`src/rtl/scan_tap_pkg.sv`:
```
package scan_tap_pkg;

    localparam int IR_W = 3;
    localparam int ID_W = 32;

    typedef logic [IR_W-1:0] opcode_t;

    localparam opcode_t OP_EXT_TEST = 3'b000;
    localparam opcode_t OP_IDENT    = 3'b001;
    localparam opcode_t OP_SAMPLE_Z = 3'b010;
    localparam opcode_t OP_SAMPLE   = 3'b100;
    localparam opcode_t OP_BYPASS   = 3'b111;

    // Pattern loaded into the instruction shift stage in Capture-IR.
    localparam opcode_t IR_CAPTURE  = {{(IR_W-2){1'b0}}, 2'b01};

    typedef enum logic [3:0] {
        TS_RESET,
        TS_IDLE,
        TS_DR_SEL,
        TS_DR_CAP,
        TS_DR_SHIFT,
        TS_DR_EXIT1,
        TS_DR_PAUSE,
        TS_DR_EXIT2,
        TS_DR_UPD,
        TS_IR_SEL,
        TS_IR_CAP,
        TS_IR_SHIFT,
        TS_IR_EXIT1,
        TS_IR_PAUSE,
        TS_IR_EXIT2,
        TS_IR_UPD
    } tap_state_e;

    typedef enum logic [1:0] {
        DR_BYPASS,
        DR_IDENT,
        DR_BOUNDARY
    } dr_sel_e;

    typedef struct packed {
        dr_sel_e sel;
        logic    ext_drive;
        logic    force_z;
    } op_decode_t;

    function automatic tap_state_e tap_next(tap_state_e s, logic m);
        tap_state_e n;
        case (s)
            TS_RESET:    n = m ? TS_RESET    : TS_IDLE;
            TS_IDLE:     n = m ? TS_DR_SEL   : TS_IDLE;
            TS_DR_SEL:   n = m ? TS_IR_SEL   : TS_DR_CAP;
            TS_DR_CAP:   n = m ? TS_DR_EXIT1 : TS_DR_SHIFT;
            TS_DR_SHIFT: n = m ? TS_DR_EXIT1 : TS_DR_SHIFT;
            TS_DR_EXIT1: n = m ? TS_DR_UPD   : TS_DR_PAUSE;
            TS_DR_PAUSE: n = m ? TS_DR_EXIT2 : TS_DR_PAUSE;
            TS_DR_EXIT2: n = m ? TS_DR_UPD   : TS_DR_SHIFT;
            TS_DR_UPD:   n = m ? TS_DR_SEL   : TS_IDLE;
            TS_IR_SEL:   n = m ? TS_RESET    : TS_IR_CAP;
            TS_IR_CAP:   n = m ? TS_IR_EXIT1 : TS_IR_SHIFT;
            TS_IR_SHIFT: n = m ? TS_IR_EXIT1 : TS_IR_SHIFT;
            TS_IR_EXIT1: n = m ? TS_IR_UPD   : TS_IR_PAUSE;
            TS_IR_PAUSE: n = m ? TS_IR_EXIT2 : TS_IR_PAUSE;
            TS_IR_EXIT2: n = m ? TS_IR_UPD   : TS_IR_SHIFT;
            TS_IR_UPD:   n = m ? TS_DR_SEL   : TS_IDLE;
            default:     n = TS_RESET;
        endcase
        return n;
    endfunction

    function automatic op_decode_t op_decode(opcode_t op);
        op_decode_t d;
        d.sel       = DR_BYPASS;
        d.ext_drive = 1'b0;
        d.force_z   = 1'b0;
        case (op)
            OP_EXT_TEST: begin d.sel = DR_BOUNDARY; d.ext_drive = 1'b1; end
            OP_IDENT:    d.sel = DR_IDENT;
            OP_SAMPLE_Z: begin d.sel = DR_BOUNDARY; d.force_z = 1'b1; end
            OP_SAMPLE:   d.sel = DR_BOUNDARY;
            default:     d.sel = DR_BYPASS;
        endcase
        return d;
    endfunction

endpackage

```
`src/rtl/scan_tap_fsm.sv`:
```
module scan_tap_fsm
    import scan_tap_pkg::*;
(
    input  logic       tck,
    input  logic       rst,
    input  logic       tms,
    output tap_state_e state,
    output tap_state_e state_nx
);

    assign state_nx = tap_next(state, tms);

    always_ff @(posedge tck) begin
        if (rst) state <= TS_RESET;
        else     state <= state_nx;
    end

    // Run of consecutive high mode-select samples, saturating at five.
    logic [2:0] high_run;
    always_ff @(posedge tck) begin
        if (rst)       high_run <= 3'd0;
        else if (!tms) high_run <= 3'd0;
        else if (high_run != 3'd5) high_run <= high_run + 3'd1;
    end

    p_five_high_reset_r2: assert property (@(posedge tck) disable iff (rst)
        (tms && high_run >= 3'd4) |=> (state == TS_RESET));

endmodule

```
`src/rtl/scan_tap_ir.sv`:
```
module scan_tap_ir
    import scan_tap_pkg::*;
(
    input  logic       tck,
    input  logic       rst,
    input  logic       tdi,
    input  tap_state_e state,
    input  tap_state_e state_nx,
    output opcode_t    op_active,
    output logic       ir_serial
);

    opcode_t ir_sr;

    always_ff @(posedge tck) begin
        if (rst) begin
            ir_sr <= IR_CAPTURE;
        end else if (state == TS_IR_CAP) begin
            ir_sr <= IR_CAPTURE;
        end else if (state == TS_IR_SHIFT) begin
            ir_sr <= {tdi, ir_sr[IR_W-1:1]};
        end
    end

    always_ff @(posedge tck) begin
        if (rst || state_nx == TS_RESET) op_active <= OP_IDENT;
        else if (state_nx == TS_IR_UPD)  op_active <= ir_sr;
    end

    assign ir_serial = ir_sr[0];

    p_capture_pattern_r3: assert property (@(posedge tck) disable iff (rst)
        (state == TS_IR_CAP) |=> (ir_sr[1:0] == 2'b01));

    p_op_hold_r4: assert property (@(posedge tck) disable iff (rst)
        (state_nx != TS_IR_UPD && state_nx != TS_RESET) |=> $stable(op_active));

    p_reset_ident_r1: assert property (@(posedge tck) disable iff (rst)
        (state == TS_RESET) |-> (op_active == OP_IDENT));

endmodule

```
`src/rtl/scan_tap_dr.sv`:
```
module scan_tap_dr
    import scan_tap_pkg::*;
#(
    parameter int unsigned       BSR_LEN  = 8,
    parameter int unsigned       BSR_PINS = 6,
    parameter logic [ID_W-1:0]   ID_CODE  = 32'h1C3A_5E06
) (
    input  logic                tck,
    input  logic                rst,
    input  logic                tdi,
    input  tap_state_e          state,
    input  tap_state_e          state_nx,
    input  dr_sel_e             sel,
    input  logic [BSR_PINS-1:0] pin_in,
    output logic [BSR_LEN-1:0]  bsr_upd,
    output logic                dr_serial
);

    localparam logic [ID_W-1:0] ID_VALUE = {ID_CODE[ID_W-1:1], 1'b1};

    logic                byp_q;
    logic [ID_W-1:0]     id_sr;
    logic [BSR_LEN-1:0]  bsr_sr;
    logic [BSR_LEN-1:0]  cap_vec;

    for (genvar g = 0; g < BSR_LEN; g++) begin : g_cell
        if (g < BSR_PINS) begin : g_pin
            assign cap_vec[g] = pin_in[g];
        end else begin : g_tie
            assign cap_vec[g] = 1'b1;
        end
    end

    always_ff @(posedge tck) begin
        if (rst) begin
            byp_q  <= 1'b0;
            id_sr  <= ID_VALUE;
            bsr_sr <= '0;
        end else if (state == TS_DR_CAP) begin
            case (sel)
                DR_IDENT:    id_sr  <= ID_VALUE;
                DR_BOUNDARY: bsr_sr <= cap_vec;
                default:     byp_q  <= 1'b0;
            endcase
        end else if (state == TS_DR_SHIFT) begin
            case (sel)
                DR_IDENT:    id_sr  <= {tdi, id_sr[ID_W-1:1]};
                DR_BOUNDARY: bsr_sr <= {tdi, bsr_sr[BSR_LEN-1:1]};
                default:     byp_q  <= tdi;
            endcase
        end
    end

    always_ff @(posedge tck) begin
        if (rst)                                          bsr_upd <= '0;
        else if (state_nx == TS_DR_UPD && sel == DR_BOUNDARY) bsr_upd <= bsr_sr;
    end

    always_comb begin
        case (sel)
            DR_IDENT:    dr_serial = id_sr[0];
            DR_BOUNDARY: dr_serial = bsr_sr[0];
            default:     dr_serial = byp_q;
        endcase
    end

    p_update_only_r9: assert property (@(posedge tck) disable iff (rst)
        !(state_nx == TS_DR_UPD && sel == DR_BOUNDARY) |=> $stable(bsr_upd));

    p_bypass_zero_r6: assert property (@(posedge tck) disable iff (rst)
        (state == TS_DR_CAP && sel == DR_BYPASS) |=> (byp_q == 1'b0));

endmodule

```
`src/rtl/scan_tap.sv`:
```
module scan_tap
    import scan_tap_pkg::*;
#(
    parameter int unsigned     BSR_LEN  = 8,
    parameter int unsigned     BSR_PINS = 6,
    parameter logic [31:0]     ID_CODE  = 32'h1C3A_5E06
) (
    input  logic                tck,
    input  logic                rst,
    input  logic                tms,
    input  logic                tdi,
    input  logic [BSR_PINS-1:0] pin_in,
    output logic                tdo,
    output logic                tdo_en,
    output logic                ext_sel,
    output logic                out_hiz,
    output logic [BSR_LEN-1:0]  bsr_out
);

    tap_state_e state;
    tap_state_e state_nx;
    opcode_t    op_active;
    op_decode_t dec;
    logic       ir_serial;
    logic       dr_serial;
    logic       in_shift;
    logic       serial_src;

    scan_tap_fsm u_fsm (
        .tck      (tck),
        .rst      (rst),
        .tms      (tms),
        .state    (state),
        .state_nx (state_nx)
    );

    scan_tap_ir u_ir (
        .tck       (tck),
        .rst       (rst),
        .tdi       (tdi),
        .state     (state),
        .state_nx  (state_nx),
        .op_active (op_active),
        .ir_serial (ir_serial)
    );

    assign dec = op_decode(op_active);

    scan_tap_dr #(
        .BSR_LEN  (BSR_LEN),
        .BSR_PINS (BSR_PINS),
        .ID_CODE  (ID_CODE)
    ) u_dr (
        .tck       (tck),
        .rst       (rst),
        .tdi       (tdi),
        .state     (state),
        .state_nx  (state_nx),
        .sel       (dec.sel),
        .pin_in    (pin_in),
        .bsr_upd   (bsr_out),
        .dr_serial (dr_serial)
    );

    assign in_shift   = (state == TS_IR_SHIFT) || (state == TS_DR_SHIFT);
    assign serial_src = (state == TS_IR_SHIFT) ? ir_serial : dr_serial;

    // Serial output is retimed to the falling edge.
    always_ff @(negedge tck) begin
        if (rst) begin
            tdo    <= 1'b0;
            tdo_en <= 1'b0;
        end else begin
            tdo    <= in_shift & serial_src;
            tdo_en <= in_shift;
        end
    end

    assign ext_sel = dec.ext_drive;
    assign out_hiz = dec.force_z;

    p_controls_exclusive_r5: assert property (@(posedge tck) disable iff (rst)
        !(ext_sel && out_hiz));

endmodule

```
`config.mk`:
```
export PLATFORM = sky130hd
export DESIGN_NAME = scan_tap
export DESIGN_NICKNAME = d
export VERILOG_FILES = /design/src/rtl/scan_tap_pkg.sv /design/src/rtl/scan_tap_fsm.sv /design/src/rtl/scan_tap_ir.sv /design/src/rtl/scan_tap_dr.sv /design/src/rtl/scan_tap.sv
export SDC_FILE = /design/constraint.sdc
export NUM_CORES = 1
export LEC_CHECK = 0
export CORE_ASPECT_RATIO = 1.25
export CORE_MARGIN = 1.5
export CORE_UTILIZATION = 45
export DETAILED_ROUTE_END_ITERATION = 16
export SLEW_MARGIN = 40
export SYNTH_ARGS = -nofsm -noshare
export SYNTH_HDL_FRONTEND = slang
export SYNTH_HIERARCHICAL = 1
export SYNTH_SLANG_ARGS = --single-unit
```
`constraint.sdc`:
```
create_clock -name tck -period 2.9 [get_ports tck]
set_input_delay 0.87 -clock tck [delete_from_list [all_inputs] [get_ports tck]]
set_output_delay 0.87 -clock tck [all_outputs]
set_load 0.005 [all_outputs]
```
## Word level (Yosys, flattened, before mapping)

Cells that the tools add are included.

- Reduce and logical (&&, ||, !) cells: 16
- Bitwise gates (word level): 1
- Equal/unequal tests: 24
- Muxes and demuxes: 30

Operator list:

| cell | number |
|---|---|
| $mux 32 | 4 |
| $pmux 4 s12 | 1 |
| $eq 4x4->1 const B | 10 |
| $mux 8 | 4 |
| $eq 4x3->1 const B | 4 |
| $mux 4 | 4 |
| $mux 1 | 10 |
| $eq 4x2->1 const B | 2 |
| $logic_not 4->1 | 2 |
| $reduce_or 2->1 | 4 |
| $mux 2 | 3 |
| $mux 3 | 2 |
| $reduce_or 3->1 | 2 |
| $eq 4x1->1 const B | 1 |
| $ne 2x2->1 const B | 2 |
| $pmux 2 s2 | 1 |
| $reduce_and 2->1 | 2 |
| $eq 3x1->1 const B | 1 |
| $eq 3x2->1 const B | 1 |
| $eq 3x3->1 const B | 1 |
| $logic_not 3->1 | 1 |
| $reduce_and 3->1 | 1 |
| $eq 2x1->1 const B | 1 |
| $eq 2x2->1 const B | 1 |
| other kinds (5) | 6 |

- Input bits: 10
- Word-level logic and storage cells: 80
- Output and inout port bits: 12
- Bits in registers: 61

## Longest topological paths before layout

- Depth after elaboration: 8
- Gate-level depth with buffers: 9
- Depth with buffers taken out: 7

## By module

The synthesis kept the hierarchy.

By module, submodules not included:

| module | cells an instance | times used | area each (um^2) | seq. area each (um^2) |
|---|---|---|---|---|
| scan_tap_dr | 239 | 1 | 2240.9 | 980.9 |
| scan_tap_fsm | 42 | 1 | 332.8 | 80.1 |
| scan_tap_ir | 27 | 1 | 276.5 | 120.1 |
| scan_tap | 12 | 1 | 112.6 | 40.0 |

==> impl_metrics.ini <==
[timing]
slew_violations = 0
finalHoldViolCount = 0
holdWs_ns = 0.460
post-route-worst-setup-slack_ns = -0.207
rsz0062_at_grt = yes
slew_headroom_pct = 56.4
tightest_slew_ns = 0.655
setup_violations = 2
fin_skew_ns = 0.0494

[power_and_ir_drop]
irDropWorstVdd_v = 0.000315
p_leak_uw = 0.00131
powerDensity_nw_per_um2 = 548
total_power_uw = 1990

[synth]
yosysTopAreaCellShare_pct = 41.2
dominantRegCellSynth = dfxtp_1
synth_area_um2 = 2960
async_flop_share_pct = 0
synth.yosys.seq_area_share_pct = 41.2
synth_top_area_cell = dfxtp_1
synth_warnings = 6
synthDistinctLibCells = 51
yosysMostFrequentCell = dfxtp_1
synth_edf_count = 0
syn_inst = 320
ys_ff_latch = 61
syn_avg_cell_area_um2 = 9.26
synthTopCellsByArea = dfxtp_1 (41%), mux2i_1 (13%), nor2_1 (3.4%), nand3_1 (3.2%), nor3_1 (3.0%)
syn_nets = 332
synth_common_cells = dfxtp_1 (61), mux2i_1 (37), nor2_1 (27)

[setup_path]
reg2reg_depth = 7
crit_required_ns = 2.03
path_cells = buf_6
setup.worst_path.start = tdo
max_stage_delay_ns = 0.31
cp_top_family = flip-flops
r2r_start = u_ir/op_active[0]
cp-start-kind = register
r2r_slack_ns = 0.10
rr_endpoint = tdo
cp.buffers_inverters = 1
cp-end-kind = output port
cp_slowest_cell = dfxtp_2
worstPathMaxFanout = 1
arrival_ns = 2.24
path_class = reg -> out

[grt]
grt_max_degree = 68
overflow = 0
grt_pass1_wl_um = 10200
antenna_found_initial = 0
grt_pass1_vias = 2267
track_usage_pct = 18.8

[final_layout]
stdcell_area_um2 = 3620
antennaDiodeCount = 0
syn_to_final_growth_pct = 22.3
final_core_util_pct = 57.7
drive_gt1_share_pct = 18.8
fin_nets = 364
fillers = 594

[min_path]
hp-class = reg -> reg
hold_end = u_dr/id_sr[31]
hold_depth = 2
hold_path.startpoint = u_dr/id_sr[31]

[clocking]
clk_latency_ns = 0.38
clkTransAtPathRegs_ns = 0.07
numCtsBuffers = 9
cts-htree-levels = 3
cts_tree = built
post_cts_buffers = 0
ctsLongestPathBuffers = 2
cts_sinks = 61
cts-root-buf = clkbuf_8

[detailed_routing]
drt_wl_total_um = 6090
vias_per_cell = 5.43
drtAntennaViolNets = 0
first_iter_violations = 119
drc = 0
vias = 2399
firstDrtPassIters = 4
avgRoutedWirePerCell_um = 13.8

[place]
gp_congestion = 0.815
port_buffers = 21
postPlaceCellArea_um2 = 3360
hpwl_um = 3780

[floorplan]
start_util_pct = 47.1
num_io_pins = 22
dieHeight_um = 93.7
rows = 32
dieWidth_um = 75.6
core_area_um2 = 6290
die-area_um2 = 7080

[run]
drv_cap = 0

[outcome]
status = finished, violations left
violations = negative setup slack
==> timing repair <==
action | in CTS | in global routing
hold buffers | 0 | 0
endpoints found under the setup margin | 2 | 11
gates resized for setup | 8 | 6
==> tightest hold or removal path, stage by stage (launching register included) <==
cell and delay [ns]:
dfxtp_1 0.31, nand2_1 0.05, mux2i_1 0.05
==> report_power, final <==
part           switching [uW]  leakage (uW)  internal, uW
Sequential               6.12      0.000494           852
Clock                     344      0.000129           596
Combinational             102      0.000689          86.3
Total                     452       0.00131          1530
==> registers in the layout, indices dropped and copies added, names as in the netlist <==
| signal | flops |
|---|---|
| tdo_en | 1 |
| tdo | 1 |
| u_dr/bsr_upd | 8 |
| u_dr/bsr_sr | 8 |
| u_ir/op_active | 3 |
| u_fsm/state | 4 |
| u_dr/byp_q | 1 |
| u_dr/id_sr | 32 |
| u_ir/ir_sr | 3 |
==> cells in the final DEF (no fill, tap or decap), types with 6 or more instances in the layout <==
| master | synthesis | final |
|---|---|---|
| clkbuf_8 | 0 | 10 |
| nand2b_1 | 9 | 9 |
| nand3_1 | 19 | 19 |
| a41oi_1 | 6 | 6 |
| nand2_1 | 12 | 12 |
| mux2i_1 | 37 | 37 |
| dfxtp_1 | 61 | 57 |
| o21ai_0 | 18 | 17 |
| a21oi_1 | 14 | 13 |
| clkdlybuf4s50_1 | 0 | 17 |
| buf_4 | 1 | 23 |
| nor2b_1 | 10 | 10 |
| nor3b_1 | 11 | 10 |
| nor2_1 | 27 | 27 |
| inv_1 | 9 | 10 |
| nor3_1 | 18 | 18 |
==> worst max-delay path by stage <==
stage	to	slack, ns	cells past startpoint
after floorplan	tdo	-0.08	9
after global placement	u_dr/bsr_upd[7]	-0.30	7
after detailed placement	u_dr/bsr_upd[3]	-0.34	7
after CTS	tdo	-0.21	1
after global routing	tdo	-0.24	1
final	tdo	-0.21	1
==> per-stage QoR <==
step / instances / setup WS [ns] / setup TNS, ns
floorplan: 320 / -0.0756 / -0.0756
global placement: 425 / -0.301 / -2.71
finish: 442 / -0.207 / -0.394
CTS: 442 / -0.215 / -0.423
detailed placement: 425 / -0.341 / -3.03
global route: 442 / -0.245 / -0.489
==> area by class of cell <==
cell class              instances  area, um^2  share of cell area [%]
clock buffers                  10         138                    3.80
well taps                      85         106                    2.93
multi-input cells             225        1610                    44.4
flip-flops and latches         61        1230                    33.8
clock inverters                 8         118                    3.24
repair buffers                 45         397                    10.9
inverters                       8        30.0                   0.828
==> metal layers <==
metal	up-vias	track usage, %	routed length (um)
met5	-	0	0
met4	0	7.14	30
met3	2	4.51	188
met2	40	32.1	3080
met1	1150	22.3	2790
li1	1207	-	-
==> cell families (layout without fill, tap and decap cells) <==
family | Yosys count | count (layout) | synth area share, %
AO/OA/AOI/OAI | 54 | 54 | 12.6
XOR/XNOR | 1 | 1 | 0.296
flip-flops | 61 | 61 | 41.2
adder cells (fa/ha/maj) | 2 | 2 | 0.844
AND/OR/NAND/NOR | 124 | 124 | 23.5
multiplexers | 44 | 44 | 15.8
buffers and inverters | 34 | 71 | 5.70
Power figures use the tool's default switching activity.
